==> src/rtl/ea_pkg.sv <==
package ea_pkg;

    localparam int MODE_W = 4;

    typedef enum logic [MODE_W-1:0] {
        M_SDIR = 4'd0,
        M_LDIR = 4'd1,
        M_IDX0 = 4'd2,
        M_SIDX = 4'd3,
        M_LIDX = 4'd4,
        M_SIND = 4'd5,
        M_LIND = 4'd6,
        M_SINX = 4'd7,
        M_LINX = 4'd8,
        M_REL  = 4'd9,
        M_RIND = 4'd10
    } ea_mode_e;

    typedef enum logic [1:0] {
        S_IDLE     = 2'd0,
        S_ONE_BYTE = 2'd1,
        S_WORD_HI  = 2'd2,
        S_WORD_LO  = 2'd3
    } ea_state_e;

    function automatic logic needs_byte_ptr(input ea_mode_e m);
        return (m == M_SIND) || (m == M_SINX) || (m == M_RIND);
    endfunction

    function automatic logic needs_word_ptr(input ea_mode_e m);
        return (m == M_LIND) || (m == M_LINX);
    endfunction

endpackage

==> src/rtl/ea_addr_calc.sv <==
module ea_addr_calc
    import ea_pkg::*;
#(
    parameter int DATA_W = 8,
    parameter int ADDR_W = 16
) (
    input  ea_mode_e            mode,
    input  logic [DATA_W-1:0]   op_lo,
    input  logic [DATA_W-1:0]   op_hi,
    input  logic [DATA_W-1:0]   idx,
    input  logic [ADDR_W-1:0]   pc_next,
    input  logic [ADDR_W-1:0]   ptr_val,
    output logic [ADDR_W-1:0]   ea
);
    localparam int SUM_W = DATA_W + 1;
    localparam int PAD_B = ADDR_W - DATA_W;
    localparam int PAD_S = ADDR_W - SUM_W;

    logic [DATA_W-1:0] ptr_byte;
    logic [SUM_W-1:0]  sum_off;
    logic [SUM_W-1:0]  sum_ptr;
    logic [ADDR_W-1:0] idx_zx;
    logic [ADDR_W-1:0] disp_op_sx;
    logic [ADDR_W-1:0] disp_ptr_sx;

    assign ptr_byte    = ptr_val[DATA_W-1:0];
    // 9-bit sums: the carry lands in bit DATA_W instead of wrapping the page
    assign sum_off     = {1'b0, op_lo} + {1'b0, idx};
    assign sum_ptr     = {1'b0, ptr_byte} + {1'b0, idx};
    assign idx_zx      = {{PAD_B{1'b0}}, idx};
    assign disp_op_sx  = {{PAD_B{op_lo[DATA_W-1]}}, op_lo};
    assign disp_ptr_sx = {{PAD_B{ptr_byte[DATA_W-1]}}, ptr_byte};

    always_comb begin
        unique case (mode)
            M_SDIR:  ea = {{PAD_B{1'b0}}, op_lo};
            M_LDIR:  ea = {op_hi, op_lo};
            M_IDX0:  ea = idx_zx;
            M_SIDX:  ea = {{PAD_S{1'b0}}, sum_off};
            M_LIDX:  ea = {op_hi, op_lo} + idx_zx;
            M_SIND:  ea = {{PAD_B{1'b0}}, ptr_byte};
            M_LIND:  ea = ptr_val;
            M_SINX:  ea = {{PAD_S{1'b0}}, sum_ptr};
            M_LINX:  ea = ptr_val + idx_zx;
            M_REL:   ea = pc_next + disp_op_sx;
            M_RIND:  ea = pc_next + disp_ptr_sx;
            default: ea = {{PAD_B{1'b0}}, op_lo};
        endcase
    end

endmodule

==> src/rtl/ea_fetch_fsm.sv <==
module ea_fetch_fsm
    import ea_pkg::*;
#(
    parameter int DATA_W = 8
) (
    input  logic              clk,
    input  logic              rst_n,
    input  logic              start,
    input  ea_mode_e          mode_in,
    input  logic [DATA_W-1:0] ptr_in,
    input  logic [DATA_W-1:0] ptr_q,
    output logic              busy,
    output logic              load_res,
    output logic              cap_hi,
    output logic              word_phase,
    output logic              mem_rd,
    output logic [DATA_W-1:0] mem_addr,
    output logic              done
);
    ea_state_e state_q, state_d;

    always_ff @(posedge clk or negedge rst_n) begin
        if (!rst_n) begin
            state_q <= S_IDLE;
            done    <= 1'b0;
        end else begin
            state_q <= state_d;
            done    <= load_res;
        end
    end

    always_comb begin
        state_d  = state_q;
        load_res = 1'b0;
        cap_hi   = 1'b0;
        mem_rd   = 1'b0;
        mem_addr = ptr_q;
        unique case (state_q)
            S_IDLE: begin
                if (start) begin
                    if (needs_word_ptr(mode_in)) begin
                        state_d  = S_WORD_HI;
                        mem_rd   = 1'b1;
                        mem_addr = ptr_in;
                    end else if (needs_byte_ptr(mode_in)) begin
                        state_d  = S_ONE_BYTE;
                        mem_rd   = 1'b1;
                        mem_addr = ptr_in;
                    end else begin
                        load_res = 1'b1;
                    end
                end
            end
            S_ONE_BYTE: begin
                state_d  = S_IDLE;
                load_res = 1'b1;
            end
            S_WORD_HI: begin
                state_d  = S_WORD_LO;
                cap_hi   = 1'b1;
                mem_rd   = 1'b1;
                mem_addr = ptr_q + DATA_W'(1);
            end
            S_WORD_LO: begin
                state_d  = S_IDLE;
                load_res = 1'b1;
            end
            default: state_d = S_IDLE;
        endcase
    end

    assign busy       = (state_q != S_IDLE);
    assign word_phase = (state_q == S_WORD_LO);

    assert_hi_then_lo_R6: assert property (@(posedge clk) disable iff (!rst_n)
        (state_q == S_WORD_HI) |=> (state_q == S_WORD_LO));

    assert_ptr_step_R6: assert property (@(posedge clk) disable iff (!rst_n)
        (state_q == S_WORD_HI) |-> (mem_rd && mem_addr == DATA_W'($past(mem_addr) + 1'b1)));

    assert_byte_done_R5: assert property (@(posedge clk) disable iff (!rst_n)
        (state_q == S_ONE_BYTE) |=> done);

    assert_busy_quiet_R11: assert property (@(posedge clk) disable iff (!rst_n)
        busy |-> !done);

endmodule

==> src/rtl/ea_gen.sv <==
module ea_gen
    import ea_pkg::*;
#(
    parameter int DATA_W = 8,
    parameter int ADDR_W = 16
) (
    input  logic              clk,
    input  logic              rst_n,
    input  logic              start,
    input  logic [3:0]        mode,
    input  logic              idx_sel,
    input  logic [DATA_W-1:0] opnd_lo,
    input  logic [DATA_W-1:0] opnd_hi,
    input  logic [DATA_W-1:0] reg_x,
    input  logic [DATA_W-1:0] reg_y,
    input  logic [ADDR_W-1:0] next_pc,
    output logic              mem_rd,
    output logic [DATA_W-1:0] mem_addr,
    input  logic [DATA_W-1:0] mem_rdata,
    output logic              done,
    output logic [ADDR_W-1:0] eff_addr
);
    localparam int PAD_B = ADDR_W - DATA_W;
    localparam logic [ADDR_W-1:0] SHORT_MAX = ADDR_W'((2 ** (DATA_W + 1)) - 2);

    ea_mode_e          mode_live, mode_q, mode_sel;
    logic [DATA_W-1:0] idx_live, idx_q, idx_use;
    logic [DATA_W-1:0] lo_q, hi_q, lo_use, hi_use, ptr_hi_q;
    logic [ADDR_W-1:0] pc_q, pc_use, ptr_val, ea_next;
    logic              busy, load_res, cap_hi, word_phase, accept;

    assign mode_live = ea_mode_e'(mode);
    assign idx_live  = idx_sel ? reg_y : reg_x;
    assign accept    = start && !busy;

    always_ff @(posedge clk or negedge rst_n) begin
        if (!rst_n) begin
            mode_q   <= M_SDIR;
            idx_q    <= '0;
            lo_q     <= '0;
            hi_q     <= '0;
            pc_q     <= '0;
            ptr_hi_q <= '0;
            eff_addr <= '0;
        end else begin
            if (accept) begin
                mode_q <= mode_live;
                idx_q  <= idx_live;
                lo_q   <= opnd_lo;
                hi_q   <= opnd_hi;
                pc_q   <= next_pc;
            end
            if (cap_hi)   ptr_hi_q <= mem_rdata;
            if (load_res) eff_addr <= ea_next;
        end
    end

    // Non-memory modes resolve in the start cycle from the live inputs;
    // pointer modes resolve later from the captured copies.
    assign mode_sel = busy ? mode_q : mode_live;
    assign idx_use  = busy ? idx_q  : idx_live;
    assign lo_use   = busy ? lo_q   : opnd_lo;
    assign hi_use   = busy ? hi_q   : opnd_hi;
    assign pc_use   = busy ? pc_q   : next_pc;
    assign ptr_val  = word_phase ? {ptr_hi_q, mem_rdata} : {{PAD_B{1'b0}}, mem_rdata};

    ea_fetch_fsm #(.DATA_W(DATA_W)) u_fsm (
        .clk        (clk),
        .rst_n      (rst_n),
        .start      (start),
        .mode_in    (mode_live),
        .ptr_in     (opnd_lo),
        .ptr_q      (lo_q),
        .busy       (busy),
        .load_res   (load_res),
        .cap_hi     (cap_hi),
        .word_phase (word_phase),
        .mem_rd     (mem_rd),
        .mem_addr   (mem_addr),
        .done       (done)
    );

    ea_addr_calc #(.DATA_W(DATA_W), .ADDR_W(ADDR_W)) u_calc (
        .mode    (mode_sel),
        .op_lo   (lo_use),
        .op_hi   (hi_use),
        .idx     (idx_use),
        .pc_next (pc_use),
        .ptr_val (ptr_val),
        .ea      (ea_next)
    );

    assert_direct_one_cycle_R10: assert property (@(posedge clk) disable iff (!rst_n)
        (accept && !needs_byte_ptr(mode_live) && !needs_word_ptr(mode_live)) |=> done);

    assert_short_idx_ceiling_R3: assert property (@(posedge clk) disable iff (!rst_n)
        (done && (mode_q == M_SIDX || mode_q == M_SINX)) |-> (eff_addr <= SHORT_MAX));

    assert_result_held_R10: assert property (@(posedge clk) disable iff (!rst_n)
        (!load_res) |=> $stable(eff_addr));

endmodule

==> config.mk <==
export PLATFORM = sky130hd
export DESIGN_NAME = ea_gen
export DESIGN_NICKNAME = d
export VERILOG_FILES = /design/src/rtl/ea_pkg.sv /design/src/rtl/ea_addr_calc.sv /design/src/rtl/ea_fetch_fsm.sv /design/src/rtl/ea_gen.sv
export SDC_FILE = /design/constraint.sdc
export NUM_CORES = 1
export LEC_CHECK = 0
export BUFFER_PORTS_ARGS = -buffer_cell sky130_fd_sc_hd__buf_2
export CAP_MARGIN = 0
export CORE_ASPECT_RATIO = 0.5
export CORE_MARGIN = 1.5
export CORE_UTILIZATION = 30
export CTS_CLUSTER_SIZE = 10
export DETAILED_ROUTE_END_ITERATION = 8
export PLACE_DENSITY = 0.56
export SLEW_MARGIN = 20
export SYNTH_ARGS = -nofsm -noshare
export SYNTH_HDL_FRONTEND = slang
export SYNTH_SLANG_ARGS = --single-unit
==> constraint.sdc <==
create_clock -name clk -period 4.6 [get_ports clk]
set_clock_uncertainty 0.2 [all_clocks]
set_input_delay 0.92 -clock clk [delete_from_list [all_inputs] [get_ports clk]]
set_output_delay 0.92 -clock clk [all_outputs]
set_load 0.05 [all_outputs]
Yosys cells after proc, flatten, opt, wreduce, memory -nomap -nowiden. Cells that the tools add are included.

Input port bits: 64. Logic and storage cells: 70. Output and inout port bits: 26. Register bits: 71.

Muxes and demuxes: 25. Add/sub/neg operators: 7. Reductions and logical operators: 9. Equality and inequality tests: 20.

Operator list (number): 16-bit case mux with 10 select lines (1); 8-bit two-way mux (7); 16-bit adder (2); 16-bit by 8-bit adder with 16-bit output (2); 16-bit two-way mux (2); 4-bit by 3-bit equality test with 1-bit output, second input constant (7); 4-bit equality test, second input constant (5); 8-bit by 8-bit adder with 9-bit output (2); 8-bit case mux with 2 select lines (1); 8-bit by 1-bit adder with 8-bit output, second input constant (1); 4-bit by 2-bit equality test with 1-bit output, second input constant (2); 1-bit two-way mux (7); 2-bit two-way mux (3); 2-bit case mux with 3 select lines (1); 2-bit equality test, second input constant (2); 4-bit by 1-bit equality test with 1-bit output, second input constant (1); 4-bit two-way mux (1); 1-bit case mux with 2 select lines (2); 1-bit logical OR (3); 3-bit by 1-bit != test with 1-bit output, second input constant (1); 2-bit by 1-bit equality test with 1-bit output, second input constant (1); 2-bit zero test (1); 2-bit != test, second input constant (1); 2-bit AND reduction (1); other kinds (4) (4).

Longest topological paths before layout.
Depth after elaboration: 7. Depth in mapped cells: 21. Mapped depth without buffers: 16.

By module. Synthesis repeated with hierarchy kept, for this count alone.

Cells, all modules: 710. Area, all modules: 6761.5 µm².

Modules (own cells, without submodules): ea_gen (area an instance 3373.2 µm², seq. area each 1701.6 µm², cells an instance 211, times used 1); ea_addr_calc (area an instance 2901.5 µm², seq. area each 0.0 µm², cells an instance 431, times used 1); ea_fetch_fsm (area an instance 486.7 µm², seq. area each 75.1 µm², cells an instance 68, times used 1).

Least setup slack after synthesis. Ideal clock, no wire load.

Path kind: input port to output port. Start: input mode[0]. End: output mem_addr[4]. Buffers on the path: 1. Required time: 3.480 ns. Slack: 0.000 ns. Arrival time: 3.480 ns. Cell stages on the path: 8. Cells stage by stage: clkbuf_1 -> nor2_1 -> o22a_1 -> nor2b_1 -> nor2_1 -> nor2_1 -> o22ai_1 -> a21oi_1.

Longest elaborated chain between the ends: 7. Elaborated cells on any way between the ends: 12. Classes of those cells: eq/ne (5); mux (4); reduce/logical (3).

RTL lines: start, declared (line ea_gen.sv:10) `input logic [3:0] mode,`; 4-bit by 3-bit equality test with 1-bit output (line ea_pkg.sv:27) `return (m == M_SIND) || (m == M_SINX) || (m == M_RIND);`; 1-bit logical OR (2 in a row) (line ea_pkg.sv:27); 8-bit two-way mux (line ea_fetch_fsm.sv:45) `end else if (needs_byte_ptr(mode_in)) begin`; 8-bit two-way mux * (line ea_fetch_fsm.sv:41) `if (needs_word_ptr(mode_in)) begin`; 8-bit two-way mux * (line ea_fetch_fsm.sv:40) `if (start) begin`; 8-bit case mux with 2 select lines * (line ea_fetch_fsm.sv:38) `unique case (state_q)`; end, declared (line ea_gen.sv:18) `output logic [DATA_W-1:0] mem_addr,`.

Every way passes the cells marked *; elsewhere a longest branch is shown, timed or not.

Worst setup path in the final report.
Start: input mode[2]. End: register eff_addr[11].

Longest elaborated chain between the ends: 7. Elaborated cells on any way between the ends: 24. Classes of those cells: eq/ne (15); mux (6); reduce/logical (3).

RTL lines: 4-bit by 3-bit equality test with 1-bit output (line ea_pkg.sv:27); 1-bit logical OR (2 in a row) (line ea_pkg.sv:27); 1-bit two-way mux (line ea_fetch_fsm.sv:45); 1-bit two-way mux (line ea_fetch_fsm.sv:41); 1-bit two-way mux (line ea_fetch_fsm.sv:40); 1-bit case mux with 2 select lines (line ea_fetch_fsm.sv:38); end signal, assigned (line ea_gen.sv:54) `if (load_res) eff_addr <= ea_next;`; end, declared (line ea_gen.sv:21) `output logic [ADDR_W-1:0] eff_addr`.

Parallel ways exist; a longest one is shown, timed or not. A chain may end at the register's enable or synchronous reset.

==> results by group <==
Route
  • Avg WL per Cell: 18.0 um
  • Final ANT Viol Nets: 0
  • Drt drc: 0
  • Total Wirelength: 20400 um
  • DRT Pass-1 Iters: 5
  • Via count: 6033
  • Initial DRC Count: 503
  • Vias/cell: 5.34

Setup path
  • CP arrival: 4.34 ns
  • CP Launch Type: primary input
  • Crit path max fanout: 11
  • Setup CP Type: in -> reg
  • Reg2reg end: eff_addr[11]$_DFFE_PN0P_
  • R2R depth: 14
  • R2R Path Start: u_fsm.state_q[1]$_DFFE_PN0P_
  • WP data required: 4.66 ns
  • Critical Path End Type: flip-flop
  • R2r setup slk: 0.43 ns

Placed design
  • Placed cell area: 0.00717 mm2
  • IO buf count: 89
  • Post-DP HPWL: 16000 um
  • Placer Congestion: 0.895

Die
  • Initial core utilization: 0.308
  • Row count: 37
  • Die Wd: 209 um
  • IO Pins: 90
  • Die height: 106 um
  • Core Region: 0.0206 mm2
  • Die Area: 0.0221 mm2

STA
  • Setup TNS: 0 ns
  • Max Clock Freq: 234 MHz
  • Slew @ Worst Pin: 0.965 ns
  • Final Hold Fails: 0
  • Slew headroom: 0.357
  • Slew Limit Fails: 0
  • Crit path time final: 4.28 ns
  • Period utilization: 0.931
  • Final Setup Violations: 0
  • RSZ-0062 raised after global routing: false

CTS
  • Root buffer cell: clkbuf_16
  • Post_cts resized: 0
  • Setup Fix Bufs, Post-CTS: 0
  • Clk sinks: 71
  • Latest clock arrival within the worst-skew pair: 0.34 ns
  • CTS tree: yes
  • Clock buffer depth: 2
  • Post-CTS Hold Fix Bufs: 0
  • CTS Buf Count: 9
  • H-tree depth: 3
  • Clock Pin Slew Worst Setup and Hold Paths: 0.06 ns

Synthesis
  • Synth Area per Inst: 8.32 um2
  • Most frequent cell after synthesis: nand2_1
  • Area leader, netlist: dfrtp_1
  • Post-Synthesis Cells: 764
  • Post-Synthesis Net Count: 865
  • Yosys top cell area share: 0.279
  • Synth Register Bits: 71
  • Main synth FF type: dfrtp_1
  • Synth top cells by count: nand2_1, dfrtp_1, nor2_1
  • Post-synth ARST share: 1.00
  • Synth Cell Area: 0.00636 mm2
  • Seq/Total Area, Yosys: 0.279
  • Yosys cell types: 78
  • Yosys warns: 0
  • Area contributors post-synth: dfrtp_1, mux2_2, nand2_1
  • Post-synth EDFFs: 0

Power
  • Pwr Density: 398 mW/mm2
  • VDD IR max: 0.000197 V
  • Pint: 1.71 mW
  • Register share of total power: 0.293
  • Switching share of total power: 0.424
  • Combinational power share: 0.465
  • Clock network fraction of total power: 0.242
  • Psw: 1.26 mW
  • Static Leakage: 3.37 nW

Global routing
  • First-pass GRT wire length: 32900 um
  • Vias in the first global route: 5963
  • Grt ovf: 0
  • Total track usage: 0.190
  • Pin count of the biggest net entering global routing: 72
  • Initial antenna violation count: 1

Finish
  • Filler cell count: 2177
  • Share of layout cells above drive strength 1: 0.244
  • Core Util, Final: 0.362
  • # nets final: 952
  • Cell area after layout: 0.00747 mm2
  • Antenna Diode Count: 0
  • Area Growth Syn to Fin: 17.5%

Flow run
  • # Max-Cap Violations: 0

Min path
  • Hold WC Path Type: reg -> reg
  • Hold Path Origin: pc_q[6]$_DFFE_PN0P_
  • Hold depth: 1
  • Worst hold path endpoint: pc_q[6]$_DFFE_PN0P_

Status
  • Status: completed
[cell families after synthesis]
| group | after synthesis | synth area share |
|---|---|---|
| buf+inv | 62 | 0.0435 |
| fa+ha+maj | 37 | 0.0763 |
| mux | 80 | 0.137 |
| xor+xnor | 33 | 0.0466 |
| simple gates | 280 | 0.204 |
| compound gates | 201 | 0.213 |
| flops | 71 | 0.279 |
[layout by cell type, fill, tap and decap left out, types with 4 or more instances in the layout]
cell type / n
a21oi_1: 58
a21o_1: 7
a41oi_1: 6
buf_2: 88
clkbuf_16: 9
or3_1: 4
o22ai_1: 9
a22oi_1: 7
inv_1: 20
nor3b_1: 4
nor2_1: 69
nand2_1: 122
a221oi_1: 7
xor2_1: 14
nor2b_1: 11
mux2_2: 46
o21a_1: 7
xnor2_1: 18
ha_1: 34
and3_1: 6
or2_2: 6
o21bai_1: 4
nand2b_1: 14
o21ai_0: 39
mux2i_1: 31
dfrtp_1: 71
a222oi_1: 7
a31oi_1: 7
o21ai_1: 5
nor3_1: 9
and2_1: 4
buf_4: 29
nand3_1: 12
[state kept, by name, indices dropped and copies added (netlist names)]
name / cells
u_fsm.done: 1
mode_q: 4
eff_addr: 16
pc_q: 16
idx_q: 8
u_fsm.state_q: 2
hi_q: 8
ptr_hi_q: 8
lo_q: 8
[how the worst max path moves through the flow]
stage            start  slack (ns)                  endpoint
2_1_floorplan  mode[0]      0.0002               mem_addr[4]
3_3_place_gp   mode[0]        0.06  eff_addr[11]$_DFFE_PN0P_
3_5_place_dp   mode[2]       0.008  eff_addr[11]$_DFFE_PN0P_
4_1_cts        mode[2]        0.36  eff_addr[11]$_DFFE_PN0P_
5_1_grt        mode[2]        0.11  eff_addr[14]$_DFFE_PN0P_
6_report       mode[2]        0.32  eff_addr[11]$_DFFE_PN0P_
[power groups by stage]
stage | Sequential (mW) | Clock, mW | Combinational (mW)
global route | 0.891 | 0.770 | 1.52
CTS | 0.872 | 0.736 | 1.38
detailed placement | 0.883 | 0 | 1.37
floorplan | 1.01 | 0 | 0.856
finish | 0.871 | 0.718 | 1.38
global placement | 0.877 | 0 | 1.36
[metrics by stage]
stage | setup slack, ns | total power [mW] | std cells | hold WS, ns
after global placement | 0.0609 | 2.24 | 1113 | 0.286
after detailed placement | 0.00822 | 2.26 | 1113 | 0.295
final | 0.318 | 2.97 | 1129 | 0.306
after floorplan | 0.000242 | 1.86 | 764 | 0.268
after global routing | 0.114 | 3.18 | 1129 | 0.319
after CTS | 0.365 | 2.99 | 1129 | 0.308
[per-layer routing]
layer,up-vias,GRT usage,part of all wire
li1,2929,-,-
met1,2924,0.264,0.49
met2,153,0.304,0.45
met3,25,0.0340,0.044
met4,2,0.0487,0.016
met5,-,0,0.00064
[final cells by class]
class                   instances  area, um2  share of cell area
clock buffers                  11        243              0.0325
clock inverters                 5       56.3             0.00754
inverters                      21       78.8              0.0105
multi-input cells             631       4320               0.578
flip-flops and latches         71       1780               0.238
well taps                     273        342              0.0457
repair buffers                117        658              0.0881
[critical path, stage by stage]
cell and delay, ns:
buf_2 0.13, nand2b_1 0.25, mux2i_2 0.24, buf_4 0.16
nand2_1 0.24, mux2_2 0.38, ha_1 0.30, a211oi_1 0.08
o211a_1 0.25, o21bai_1 0.29, a31oi_1 0.16, o22ai_1 0.29
o22ai_1 0.14, or4_1 0.41, o211ai_1 0.11
(Power assumes the default switching activity.)
